--- src/rtl/timer_base.sv ---
module timer_base #(
  parameter int CNT_W = 16,
  parameter int PSC_W = 16
) (
  input  logic               clk,
  input  logic               rst_n,
  input  logic               ctrl_we,
  input  logic               cfg_run,
  input  logic               cfg_buf,
  input  logic               cfg_evt_en,
  input  logic [1:0]         cfg_mode,
  input  logic               cfg_wide,
  input  logic               per_we,
  input  logic [2*CNT_W-1:0] per_wdata,
  input  logic               psc_we,
  input  logic [PSC_W-1:0]   psc_wdata,
  input  logic               flag_clr,
  output logic [2*CNT_W-1:0] count,
  output logic               ovf_pulse,
  output logic               ovf_flag,
  output logic               run_active
);
  localparam int FW = 2 * CNT_W;

  logic             run_q, run_act, buf_q, evt_q, wide_q, dn_q;
  logic [1:0]       mode_q;
  logic [FW-1:0]    per_q, per_sh, cnt, cnt_nx, per_eff, per_new;
  logic [PSC_W-1:0] psc_q, psc_sh, psc_cnt;
  logic             dn_nx, wrap, tick, evt, pulse_q, flag_q;

  assign per_eff = wide_q ? per_sh : {{CNT_W{1'b0}}, per_sh[CNT_W-1:0]};
  assign per_new = wide_q ? per_q  : {{CNT_W{1'b0}}, per_q[CNT_W-1:0]};
  assign tick    = run_act && (psc_cnt == psc_sh);
  assign evt     = tick && wrap && evt_q;

  always_comb begin
    cnt_nx = cnt;
    dn_nx  = dn_q;
    wrap   = 1'b0;
    case (mode_q)
      2'b00: begin
        if (cnt >= per_eff) begin
          cnt_nx = '0;
          wrap   = 1'b1;
        end else cnt_nx = cnt + 1'b1;
      end
      2'b01: begin
        if (cnt == '0) begin
          cnt_nx = evt_q ? per_new : per_eff;
          wrap   = 1'b1;
        end else cnt_nx = cnt - 1'b1;
      end
      default: begin
        if (!dn_q) begin
          if (cnt >= per_eff) begin
            wrap   = 1'b1;
            dn_nx  = 1'b1;
            cnt_nx = (cnt == '0) ? '0 : cnt - 1'b1;
          end else cnt_nx = cnt + 1'b1;
        end else begin
          if (cnt == '0) begin
            wrap   = 1'b1;
            dn_nx  = 1'b0;
            cnt_nx = (per_eff == '0) ? '0 : {{(FW-1){1'b0}}, 1'b1};
          end else cnt_nx = cnt - 1'b1;
        end
      end
    endcase
  end

  always_ff @(posedge clk) begin
    if (!rst_n) begin
      run_q   <= 1'b0;
      run_act <= 1'b0;
      buf_q   <= 1'b0;
      evt_q   <= 1'b0;
      wide_q  <= 1'b0;
      mode_q  <= 2'b00;
      dn_q    <= 1'b0;
      per_q   <= '0;
      per_sh  <= '0;
      psc_q   <= '0;
      psc_sh  <= '0;
      psc_cnt <= '0;
      cnt     <= '0;
      pulse_q <= 1'b0;
      flag_q  <= 1'b0;
    end else begin
      run_act <= run_q;
      if (ctrl_we) begin
        run_q  <= cfg_run;
        buf_q  <= cfg_buf;
        evt_q  <= cfg_evt_en;
        mode_q <= cfg_mode;
        wide_q <= cfg_wide;
      end
      if (per_we) per_q <= per_wdata;
      if (per_we && !buf_q) per_sh <= per_wdata;
      else if (evt)         per_sh <= per_q;
      if (psc_we) psc_q  <= psc_wdata;
      if (evt)    psc_sh <= psc_q;
      if (run_act) psc_cnt <= tick ? '0 : psc_cnt + 1'b1;
      if (tick) begin
        cnt  <= cnt_nx;
        dn_q <= dn_nx;
      end
      pulse_q <= evt;
      if (evt)           flag_q <= 1'b1;
      else if (flag_clr) flag_q <= 1'b0;
    end
  end

  assign count      = cnt;
  assign ovf_pulse  = pulse_q;
  assign ovf_flag   = flag_q;
  assign run_active = run_act;
endmodule

--- config.mk ---
export PLATFORM = sky130hd
export DESIGN_NAME = timer_base
export DESIGN_NICKNAME = d
export VERILOG_FILES = /design/src/rtl/timer_base.sv
export SDC_FILE = /design/constraint.sdc
export NUM_CORES = 1
export LEC_CHECK = 0
export ABC_AREA = 1
export CAP_MARGIN = 20
export CORE_AREA = 3 3 134 188
export CTS_CLUSTER_SIZE = 16
export DETAILED_ROUTE_END_ITERATION = 12
export DIE_AREA = 0 0 137 191
export DONT_BUFFER_PORTS = 1
export GPL_TIMING_DRIVEN = 0
export PLACE_DENSITY = 0.64
export SLEW_MARGIN = 40
export SYNTH_ARGS = -nofsm -noshare
export SYNTH_HDL_FRONTEND = slang
export SYNTH_SLANG_ARGS = --single-unit
--- constraint.sdc ---
create_clock -name clk -period 7.3 [get_ports clk]
set_clock_uncertainty 0.15 [all_clocks]
set_input_delay 0 -clock clk [delete_from_list [all_inputs] [get_ports clk]]
set_output_delay 0 -clock clk [all_outputs]
set_load 0.01 [all_outputs]
Yosys cells after proc, flatten, opt, wreduce, memory -nomap -nowiden
Cells that the tools add are included.

Add/sub/neg operators: 3. Magnitude comparators: 1. Equal/unequal tests: 2. Mux-type cells: 22. Bitwise gates (word level): 1. Reductions and logical operators: 12.

Operators by type and width (number): $mux 32 (11); $logic_not 32->1 (2); $pmux 32 s2 (1); $add 32x1->32 const B (1); $ge 32x32->1 (1); $sub 32x1->32 const B (1); $add 16x1->16 const B (1); $eq 16x16->1 (1); $mux 16 (1); $mux 1 (8); $logic_and 1x1->1 (4); $reduce_bool 2->1 (2); $eq 2x1->1 const B (1); $logic_not 2->1 (1); $pmux 1 s2 (1); $reduce_and 2->1 (1); $reduce_or 2->1 (1); $logic_not 1->1 (1); $not 1->1 (1).

Register bits after elaboration: 154. Input port bits: 60. Output and inout bits: 35. Logic and storage cells: 56.

Longest topological paths before layout
Gate-level depths: netlist of run 1.

Depth after elaboration: 9. Depth in mapped cells: 20. Gate-level depth less buffers: 19.

Worst setup path before layout of run 1
Ideal clock, no wire load.

Kind: reg-to-reg. From: register wide_q. To: register psc_sh[11]. Setup time: 0.113 ns. Data arrival time: 2.498 ns. Data required time: 7.037 ns. Slack: 4.539 ns. Cell stages (with the launch flop): 18. Buffers on the path: 3. Clock period less this slack: 2.761 ns. Path through: dfxtp_1 > clkbuf_1 > clkbuf_1 > nand2_1 > ha_1 > a21oi_1 > o21ai_0 > nand2_1 > nand2_1 > nor2_1 > nand3_1 > nand2_1 > inv_1 > nand2_1 > nor2_4 > buf_4 > nor2_1 > nor2_1.

Cells in the longest elaborated chain, start to end: 7.

RTL lines: start: declaration (RTL line 25) `logic run_q, run_act, buf_q, evt_q, wide_q, dn_q;`; start signal: assignment (RTL line 95) `wide_q <= cfg_wide;`; $mux 32 * (RTL line 31) `assign per_eff = wide_q ? per_sh : {{CNT_W{1'b0}}, per_sh[CNT_W-1:0]};`; $ge 32x32->1 * (RTL line 42, 55); $mux 1 * (RTL line 42, 55); $mux 1 (RTL line 54) `if (!dn_q) begin`; $pmux 1 s2 * (RTL line 40) `case (mode_q)`; $logic_and 1x1->1 * (2 in series) (RTL line 34) `assign evt = tick && wrap && evt_q;`; end signal: assignment (RTL line 101) `if (evt) psc_sh <= psc_q;`; end: declaration (RTL line 28) `logic [PSC_W-1:0] psc_q, psc_sh, psc_cnt;`.

Mark *: on every way between the ends. The rest lies on a longest branch, timed or not. A chain may end at the register's enable or synchronous reset.

Final worst setup path of run 1
From: register wide_q. To: register cnt[16], in the netlist count[16].

Cells in the longest elaborated chain, start to end: 5. Elaborated cells on any way between the ends: 9. Classes of those cells: order compare (1); mux (8).

RTL lines: $mux 32 (RTL line 31); $ge 32x32->1 (RTL line 42, 55); $mux 32 (RTL line 55) `if (cnt >= per_eff) begin`; $mux 32 (RTL line 54); $pmux 32 s2 * (RTL line 40); end signal: assignment (RTL line 104) `cnt <= cnt_nx;`; end: declaration (RTL line 27) `logic [FW-1:0] per_q, per_sh, cnt, cnt_nx, per_eff, per_new;`.

Marks and branches as above.

==> summary by stage, run 1 <==
Final layout
The top cell types in the final layout, fill and taps aside, are nand2_1, nor2_1, o21ai_0. The fraction of final layout cells with drive strength greater than 1 is under 10%. The commonest non-fill, non-tap cell in the layout is nand2_1. The multi-input combinational cells in the finished layout cover a total of 6500 um2. The layout-stage area growth over the synthesis result is 19.6%. The final core utilization is 53.4%.

The number of antenna diodes in the final layout is 0. The sequential cells in the finished layout cover a total of 3080 um2. The final non-filler cell total is 2,185. Counting the fill cells in the layout gives 2,503. After the last flow step, the layout net total stands at 1,957.

Min path
The type of the tightest min-delay check is primary input to flop. The end point of the worst hold path is per_q[22]. The depth of the worst hold-timing path is 3. In this run the most critical hold path is launched from per_we.

Critical path
The worst path arrival time is 3.79 ns. The number of cells on the worst reg-to-reg path is 14. Walking the worst path, the cells encountered are clkbuf_1 -> clkbuf_1 -> nand2_1 -> ha_1 -> nand2_1 -> nor2_1 -> nand4_1 -> a21oi_1 -> nor2_1 -> nand3_1 -> clkbuf_1 -> o21ai_0 -> nor2_1 -> a21oi_1. The slack of the worst reg-to-reg path is approximately 3.7 ns.

The reg-to-reg endpoint is count[16]. The library cell contributing the largest single delay on the critical path is clkbuf_1. The startpoint of the most critical register-to-register path is wide_q. The worst stage delay on the critical path is 0.54 ns. The capturing element type of the critical path is a flop. The launching element type of the critical path is a flop.

The type of the worst setup path is flop to flop. In this run the worst path has a maximum fanout of 10. STA puts the critical path data required time at 7.46 ns.

GRT
The global-route wire length before repair is ~64,000 um. The pin count of the biggest net entering global routing is 17. The global routing usage summed across all routing layers is about a third. The total overflow left after global routing is 0. The number of antenna violations at the first check in global routing came to 0. The number of global-route vias before repair is 11,834.

Synth
The number of standard cells after synthesis is roughly 1,700. The count of flip-flops with a built-in enable after synthesis is 0. The number of unique standard cell types used by synthesis is 39. The total of flip-flops plus latches after synthesis is 154. The total nets after synthesis is 1,827. For this run, the register share of the synthesized area comes to 29.0%. The combined area of all synthesized cells is 10,600 um2.

For this run, the number of Yosys warnings is 0. The post-synthesis average cell area is 6.14 um2. The most used flip-flop cell after synthesis is dfxtp_1. The proportion of register bits with asynchronous set or reset after synthesis is 0%.

Placement
The number of placed instances, taps included is 2,042. The global placer's final weighted congestion is around 0.95. Buffers placed on the I/O ports in this run total 0.

The final HPWL from detailed placement is 32,000 um.

Detailed routing
The final antenna-violating net count is 0. The number of DRC violations after detailed-routing iteration 0 is 991. The number of vias per cell is around 5.6. Summed over all layers, the routed wires come to 41,900 um. The number of remaining DRC errors is 0. The first-pass iteration count of the detailed router is 6. Dividing the detail-routed wire length by the instance count gives 19.2 um. Summing over every cut layer, the via total after detailed routing is approximately 12,000.

Floorplan
In this run the horizontal extent of the chip is between 100 and 150 um. The vertical die dimension is 191 um. The initial utilization of the core area, before any placement, comes to 44.6%.

The full die area is roughly 26,000 um2. The floorplan has 67 rows. The top-level port count is 95.

The standard cell core area is 23,800 um2.

CTS
The tree is rooted in a clkbuf_16. The sink count of the clock tree is 154. The clock transition at the registers of the reported paths is 0.07 ns. In this run, CTS created clock tree buffers numbering 17. The H-tree was split into 4 levels.

The setup fix buffers added after clock tree synthesis is 0. The number of resized instances in the post-cts repair step is 0. The clock passes through at most 2 buffers. The later-pin clock latency in the skew report is 0.45 ns. The clock tree from TritonCTS is built.

STA
Setup total negative slack on the finished layout was measured at 0 ns. The relative slew slack is 46.5%. The clock period could shrink to 3.62 ns. The total setup violations reported at the end of the flow is 0. The slew at the pin with the worst max-slew slack is 0.802 ns. The number of max-slew violations in the final report is 0. The final critical path takes up 49.6% of the cycle. Setup repair after global routing left no endpoint under its margin. The top achievable clock speed is 276 MHz. The final-report hold violation count is 0.

Power
The worst voltage drop across the vdd grid is between 100 and 150 uV. Dividing total power by cell area gives a power density of 231 nW/um2. The leakage power figure is 5.60 nW.

Status
The run finished with clean final reports.

Flow run
Max-cap violations in this run came to 0.
-- logic make-up (layout without fill, tap and decap cells) --
kind of cell	after synthesis	in the layout	synth area share [%]
flip-flops	154	154	29.0
adder cells (fa/ha/maj)	35	35	4.12
buffers and inverters	258	401	9.77
XOR/XNOR	57	57	4.70
AND/OR/NAND/NOR	839	839	33.4
AO/OA/AOI/OAI	389	389	19.0
-- layout make-up --
| type | count | area share, % |
|---|---|---|
| buffer | 105 | 3.65 |
| clock buffer | 18 | 3.38 |
| clock inverter | 14 | 1.23 |
| inverter | 153 | 4.52 |
| multi-input combinational | 1320 | 51.2 |
| sequential | 154 | 24.3 |
| tap | 310 | 3.05 |
| timing repair buffer | 111 | 8.74 |
-- synthesized netlist by cell type, types with 10 or more instances --
cell type  number  area [um2]
xnor2_1        11        96.3
o21ai_1        31         155
inv_1         147         552
nand2_1       368        1380
clkbuf_1       70         263
dfxtp_1       154        3080
nand3_1       107         536
nand4_1        27         169
o21ai_0       185         926
ha_1           35         438
nor2_2         10        62.6
nor2_1        273        1020
o211ai_1       13        97.6
a21oi_1       145         726
buf_2          23         115
nor3_1         28         140
xor2_1         46         403
-- routing by layer --
layer | GRT usage, % | vias up | routed length (um)
met3 | 5.90 | 143 | 2920
li1 | - | 5929 | -
met2 | 55.6 | 498 | 20400
met4 | 20.9 | 0 | 3020
met1 | 35.0 | 5615 | 15500
met5 | 0 | - | 0
-- metrics by stage --
stage                     setup WS (ns)  total power [mW]  cell area, um2  hold WS (ns)
after floorplan                    4.54              1.66           10600       -0.0151
after global placement             3.79              1.97           11000       -0.0129
after detailed placement           3.78              1.97           11000      -0.00424
after CTS                          3.76              2.91           12700         0.102
after global routing               3.31              3.09           12700         0.126
final                              3.68              2.94           12700         0.107
-- worst max path at each step --
stage / from / endpoint / slack [ns] / depth (start not counted)
after floorplan: wide_q / psc_sh[11] / 4.54 / 17
after global placement: wide_q / count[16] / 3.79 / 14
after detailed placement: wide_q / per_sh[0] / 3.78 / 14
after CTS: wide_q / count[16] / 3.76 / 14
after global routing: wide_q / count[20] / 3.31 / 14
final: wide_q / count[16] / 3.68 / 14
-- report_power, final --
group | internal, mW | switching (mW)
registers | 0.894 | 0.0710
clock network | 0.483 | 0.409
logic | 0.339 | 0.739
-- flip-flops by register name (all words and copies together) (netlist names), 2 cells and up --
register	cells
mode_q	2
per_q	32
psc_cnt	16
per_sh	32
psc_sh	16
psc_q	16
count	32
-- critical path: cells and delay by family, from the launching register on --
kind	cells	cell delay, ns
buffers and inverters	3	1.21
AOI/OAI and AO/OA	3	0.44
adders and majority gates	1	0.30
and+or+nand+nor	7	1.10
DFF	1	0.31
-- what timing repair did --
action                                 4_1_cts  5_1_grt
hold buffers                               111        0
endpoints found under the hold margin       87        0
setup endpoints to repair                    0        0
Note: power is estimated with default switching activity, not from simulation.
==> inputs of run 2 (changes only) <==
clock period = 3.4 ns   (was 7.3 ns; I/O delays follow)
==> run 2 against run 1 <==
Against the previous run:
- final cell count about the same
- critical endpoint is now count[23]
- critical path type unchanged
- count of clock-buffer cells in the layout unchanged
- power increased by 110%
- design area about the same
- hold slack got worse by 0.0044 ns
- global-route usage did not move
- sequential power increased by 110%
- non-clock buffer count decreased by 1
- fmax up 15%
- largest power group unchanged
==> summary by stage, run 2 (synthesis gave the netlist of run 1 again) <==
Status
The run finished with clean final reports.

Min path
The path class of the tightest hold or removal check is primary input to flop.

Critical path
The capturing element type of the critical path is a flop. The library cell contributing the largest single delay on the critical path is dfxtp_1. On the critical path the largest part of the delay comes from simple AND/OR/NAND/NOR gates.

The required arrival time at the worst endpoint was 3.57 ns (-3.89 ns). The largest fanout on the critical path was 10 (unchanged). The worst path arrival time is 3.32 ns (-0.47 ns). The type of the worst setup path is flop to flop. The cell type with the highest occurrence count on the critical path is nand2_1. The worst stage delay on the critical path was 0.48 ns (-0.06 ns). The launching element type of the critical path is a flop.

The sum of buffers and inverters on the critical path is 3 (unchanged). The critical path goes through clkbuf_2 -> nand2_1 -> ha_1 -> nand2_1 -> nand2_1 -> nand2_1 -> nand2_1 -> nand2_1 -> a21oi_1 -> nor2_1 -> nand3_1 -> inv_1 -> clkbuf_2 -> nand2_1 -> nand3_1 -> a21oi_1.

Detailed routing
The number of vias per cell is 5.54 (-0.61%). The routed length per placed instance is 19.1 um (-0.38%). The final antenna-violating net count is 0 (unchanged). The total via count in the routed design came to 12,105 (-0.66%).

The number of remaining DRC errors is 0 (unchanged). The overall routed net length is 41,800 um (-0.42%). The first-pass iteration count of the detailed router is 6 (unchanged).

The number of DRC violations after detailed-routing iteration 0 was 967 (-2.4%).

Final layout
The cell area after layout is 12,700 um2 (about the same). The fraction of final layout cells with drive strength greater than 1 came to 5.50% (+0.54 points). The library cells used most frequently in the layout, excluding fill and tap cells, are nand2_1, nor2_1, o21ai_0. The final core utilization was 53.4% (about the same). The storage element area is 3080 um2 (about the same). The number of antenna cells inserted is 0 (unchanged). Leaving out fill and tap cells, the most frequent cell in the layout is nand2_1. The layout-stage area growth over the synthesis result is 19.7% (about the same). The filler cell count is 2,494 (-0.36%). The multi-input gate area in the final layout is 6510 um2 (about the same). The net count reported at finish is 1,956 (-0.051%).

CTS
The clock buffer count from CTS is 17 (unchanged). The sink count of the clock tree is 154 (unchanged). The later-pin clock latency in the skew report was 0.45 ns (about the same). The number of H-tree levels is 4 (unchanged).

The buffer levels on the longest clock path is 2 (unchanged). The clock tree from TritonCTS is built. The clock transition at the registers of the reported paths was 0.07 ns (about the same). The clock root buffer is clkbuf_16.

Power
The switching component of the power is 2.61 mW (+110%). The part of the power in registers is 32.9% (about the same). The post-layout total power is 6.30 mW (+110%). The switching portion of total power is 41.4% (-0.12 points).

The leakage power figure is 5.63 nW (+0.45%). The worst voltage drop across the vdd grid is 316 uV (+120%). The combinational fraction of design power is 36.7% (about the same). The ratio of total power to cell area is 495 nW/um2 (+110%). The relative contribution of the clock network to total power is 30.4% (about the same). The internal power of the cells is 3.69 mW (+120%).

GRT
The number of global-route vias before repair is 11,834 (unchanged). The global-route wire length before repair came to 63,700 um (unchanged). The global routing usage summed across all routing layers is 31.9% (unchanged).

The number of antenna violations at the first check in global routing is 0 (unchanged). The total overflow reported by the global router was 0 (unchanged). The pin count of the biggest net entering global routing is 17 (unchanged).

STA
The final sum of negative setup slack is 0 ns (unchanged). The minimum period implied by the final worst setup slack is 3.15 ns (-0.472 ns). The total setup violations reported at the end of the flow is 0 (unchanged). The top achievable clock speed is 317 MHz (+15%). The final-report hold violation count is 0 (unchanged).

The worst setup margin is 0.247 ns (-3.43 ns). The number of max-slew violations in the final report came to 0 (unchanged). The relative slew slack came to 46.8% (+0.29 points). The slew at the pin with the worst max-slew slack came to 0.798 ns (-0.00433 ns).

Setup repair after global routing left no endpoint under its margin. The final critical-path share of the clock period is 92.7% (+43 points).

Floorplan
The standard cell core area is 23,800 um2 (unchanged). The initial core utilization came to 44.6% (unchanged). The full die area was 26,200 um2 (unchanged). The top-level port count is 95 (unchanged). The placement row count is 67 (unchanged).

The width of the die is 137 um (unchanged). The vertical die dimension is 191 um (unchanged).

Placement
The number of input and output port buffers inserted was 0 (unchanged). The global placer's final weighted congestion was 0.950 (unchanged). The final HPWL from detailed placement came to 32,000 um (unchanged). The placed standard-cell area was 11,000 um2 (unchanged). The post-placement worst setup slack was -0.117 ns (-3.90 ns).

Flow run
The max-cap check violation count is 0 (unchanged).
-- run 2: path summary, 6_finish.rpt --
| check | startpoint | endpoint | slack [ns] | cells past startpoint |
|---|---|---|---|---|
| setup / recovery | wide_q | count[23] | 0.25 | 16 |
| hold reg to reg | run_q | run_active | 0.28 | 2 |
| hold / removal | per_we | per_q[22] | 0.10 | 3 |
| setup reg to reg | wide_q | count[23] | 0.25 | 16 |
-- run 2: power groups by stage --
stage               Combinational, mW  Sequential [mW]  Clock (mW)
floorplan                        1.52             2.04           0
global placement                 2.12             2.11           0
detailed placement               2.13             2.11           0
CTS                              2.25             2.07        1.92
global route                     2.56             2.08        2.00
finish                           2.32             2.07        1.91
-- run 2: area by class of cell --
type	instances	area share [%]
timing repair buffer	111	8.73
inverter	153	4.51
multi-input combinational	1320	51.2
sequential	154	24.2
tap	310	3.05
clock buffer	18	3.37
buffer	104	3.70
clock inverter	14	1.23
-- run 2: timing repair --
item                                    in CTS  in global routing
hold buffers                               111                  0
endpoints found under the setup margin      61                 81
endpoints found under the hold margin       87                  0
buffers inserted                             0                  0
resized for setup                            4                 11
-- run 2: through the flow --
stage / cells / hold WS [ns]
finish: 2184 / 0.102
global route: 2184 / 0.126
CTS: 2185 / 0.102
detailed placement: 2042 / -0.00424
global placement: 2042 / -0.0129
floorplan: 1732 / -0.0151
-- run 2: metal layers --
metal	track usage, %	wire length, um	vias up	share of wire, %
li1	-	-	5927	-
met1	35.0	15500	5550	37
met2	55.6	20400	480	49
met3	5.90	2790	148	6.7
met4	20.9	3030	0	7.2
met5	0	0	-	0
-- run 2: worst min-delay path: cells and delay by family --
| family | cells | cell delay (ns) |
|---|---|---|
| buffers and inverters | 2 | 0.50 |
| AOI/OAI and AO/OA | 1 | 0.16 |
==> inputs of run 3 (changes only) <==
clock period = 3.1 ns   (was 3.4 ns; I/O delays follow)
==> run 3 against run 2 <==
Against the previous run:
- fmax grew 5.9%
- first-iteration DRC count shrank 0.93%
- power rose by 11%
==> summary by stage, run 3 (synthesis gave the netlist of run 1 again) <==
Status
The flow ran to the end, and the final reports show no timing, DRC or antenna violations.

CTS
The tree is rooted in a clkbuf_16. The clock tree from TritonCTS is built. The clock transition at the registers of the reported paths is 0.07 ns (about the same). The number of H-tree levels is 4 (unchanged). The buffer levels on the longest clock path is 2 (unchanged). The setup fix buffers added after clock tree synthesis came to 0 (unchanged). The later-pin clock latency in the skew report was 0.45 ns (about the same). The clock buffer count from CTS is 17 (unchanged). The sink count of the clock tree came to 154 (unchanged).

Critical path
The sum of buffers and inverters on the critical path is 2 (-1). The library cell contributing the largest single delay on the critical path is dfxtp_1. The type of the worst setup path is flop to flop.

The capturing element type of the critical path is a flop. The worst stage delay on the critical path is 0.42 ns (-0.06 ns). The worst path arrival time was 3.16 ns (-0.16 ns).

The required arrival time at the worst endpoint is 3.29 ns (-0.28 ns). Broken down by cell family, the worst path's largest delay share belongs to simple AND/OR/NAND/NOR gates. Among the stages of the critical path, the cell type that occurs most often is nand2_1.

The largest fanout on the critical path is 10 (unchanged). The launching element type of the critical path is a flop. Walking the worst path, the cells encountered are inv_1 -> ha_2 -> nand2_4 -> nor2_8 -> nand4_4 -> nand2_1 -> nand2_1 -> nor2_2 -> nand3_4 -> buf_4 -> a21oi_1 -> nor2_1.

Power
The leakage power figure is 5.64 nW (+0.18%). The ratio of total power to cell area was 546 nW/um2 (+10%). The post-layout total power came to 6.97 mW (+11%).

The worst voltage drop across the vdd grid is 331 uV (+4.5%).

STA
The relative slew slack was 45.8% (-1.0 points). Setup repair after global routing could not meet its margin everywhere. The final-report hold violation count is 0 (unchanged). The total setup violations reported at the end of the flow is 0 (unchanged). The minimum period implied by the final worst setup slack is 2.98 ns (-0.175 ns). The worst setup margin is 0.122 ns (-0.125 ns). The worst-case hold slack came to 0.103 ns (+0.0000740 ns). The slew at the pin with the worst max-slew slack came to 0.814 ns (+0.0157 ns). The top achievable clock speed came to 336 MHz (+5.9%). The final critical-path share of the clock period is 96.1% (+3.3 points). The number of max-slew violations in the final report is 0 (unchanged).

Placement
The number of placed instances, taps included was 2,042 (unchanged). The global placer's final weighted congestion is 0.950 (unchanged). The final HPWL from detailed placement is 32,000 um (unchanged). The number of input and output port buffers inserted is 0 (unchanged). The post-placement worst setup slack was -0.417 ns (-0.300 ns).

Final layout
The number of antenna cells inserted is 0 (unchanged). The fraction of final layout cells with drive strength greater than 1 is 5.92% (+0.42 points). In the layout the commonest cells are nand2_1, nor2_1, o21ai_0. The filler cell count was 2,497 (+0.12%). The layout-stage area growth over the synthesis result is 20.2%.

The net count reported at finish is 1,957 (+0.051%). The final non-filler cell total came to 2,185 (+0.046%). The commonest non-fill, non-tap cell in the layout is nand2_1.

Floorplan
The vertical die dimension is 191 um (unchanged). The initial core utilization is 44.6% (unchanged). The standard cell core area is 23,800 um2 (unchanged). The full die area is 26,200 um2 (unchanged). The placement row count is 67 (unchanged). The width of the die was 137 um (unchanged).

The top-level port count was 95 (unchanged).

Detailed routing
The overall routed net length is 42,100 um (+0.84%). The routed length per placed instance is 19.3 um (+0.79%). The first-pass iteration count of the detailed router is 8 (+2).

The number of remaining DRC errors was 0 (unchanged). The number of DRC violations after detailed-routing iteration 0 is 958 (-0.93%). The final antenna-violating net count came to 0 (unchanged). The total via count in the routed design is 12,162 (+0.47%). The number of vias per cell was 5.57 (+0.42%).

Min path
The type of the tightest min-delay check is primary input to flop.

GRT
The pin count of the biggest net entering global routing is 17 (unchanged). The global-route wire length before repair is 63,800 um (+0.17%). The total overflow reported by the global router is 0 (unchanged). The global routing usage summed across all routing layers was 32.0% (+0.060 points). The number of global-route vias before repair is 11,856 (+0.19%). The number of antenna violations at the first check in global routing was 0 (unchanged).

Flow run
The max-cap check violation count was 0 (unchanged).
==> run 3: per-layer routing <==
layer / track usage [%] / vias to the layer above / part of all wire, %
met4: 21.0 / 0 / 7.1
met2: 55.7 / 488 / 49
met3: 6.24 / 149 / 7.1
met1: 34.8 / 5594 / 37
met5: 0 / - / 0
li1: - / 5931 / -
==> run 3: final cells by class <==
type,instances,area (um2),share of cell area [%]
multi-input cells,1321,6540,51.2
flip-flops and latches,154,3090,24.2
repair buffers,111,1110,8.70
inverters,153,574,4.49
plain buffers,104,492,3.85
clock buffers,18,429,3.36
well taps,310,388,3.04
clock inverters,14,156,1.22
==> run 3: path summary, 6_finish.rpt <==
check / from / to / slack (ns) / cells past startpoint
max: count[1] / per_sh[0] / 0.12 / 12
min: per_we / per_q[22] / 0.10 / 3
max reg2reg: count[1] / per_sh[0] / 0.12 / 12
min reg2reg: run_q / run_active / 0.28 / 2
==> run 3: worst reg2reg max path, stage by stage, from the launching register on <==
cell and delay [ns]:
dfxtp_1 0.42, inv_1 0.22, ha_2 0.29, nand2_4 0.12, nor2_8 0.19, nand4_4 0.27
nand2_1 0.18, nand2_1 0.08, nor2_2 0.25, nand3_4 0.18, buf_4 0.23, a21oi_1 0.23
nor2_1 0.07
==> run 3: stage by stage <==
| step | utilization, % | instance area [um2] | setup TNS (ns) |
|---|---|---|---|
| after floorplan | - | 10600 | 0 |
| after global placement | 46.3 | 11000 | -23.41 |
| after detailed placement | 46.3 | 11000 | -26.01 |
| after CTS | 53.5 | 12700 | 0 |
| after global routing | 53.7 | 12800 | -0.0150 |
| final | 53.7 | 12800 | 0 |
==> run 3: power by group <==
| group | internal [mW] | switching (mW) |
|---|---|---|
| clock | 1.14 | 0.968 |
| combinational | 0.834 | 1.76 |
| sequential | 2.10 | 0.171 |
| total | 4.08 | 2.90 |
==> run 3: repair_timing <==
| item | in CTS | in global routing |
|---|---|---|
| cloned | 0 | 1 |
| endpoints found under the setup margin | 82 | 80 |
| hold endpoints to repair | 87 | 0 |
| resized for setup | 14 | 18 |
| hold buffers | 111 | 0 |
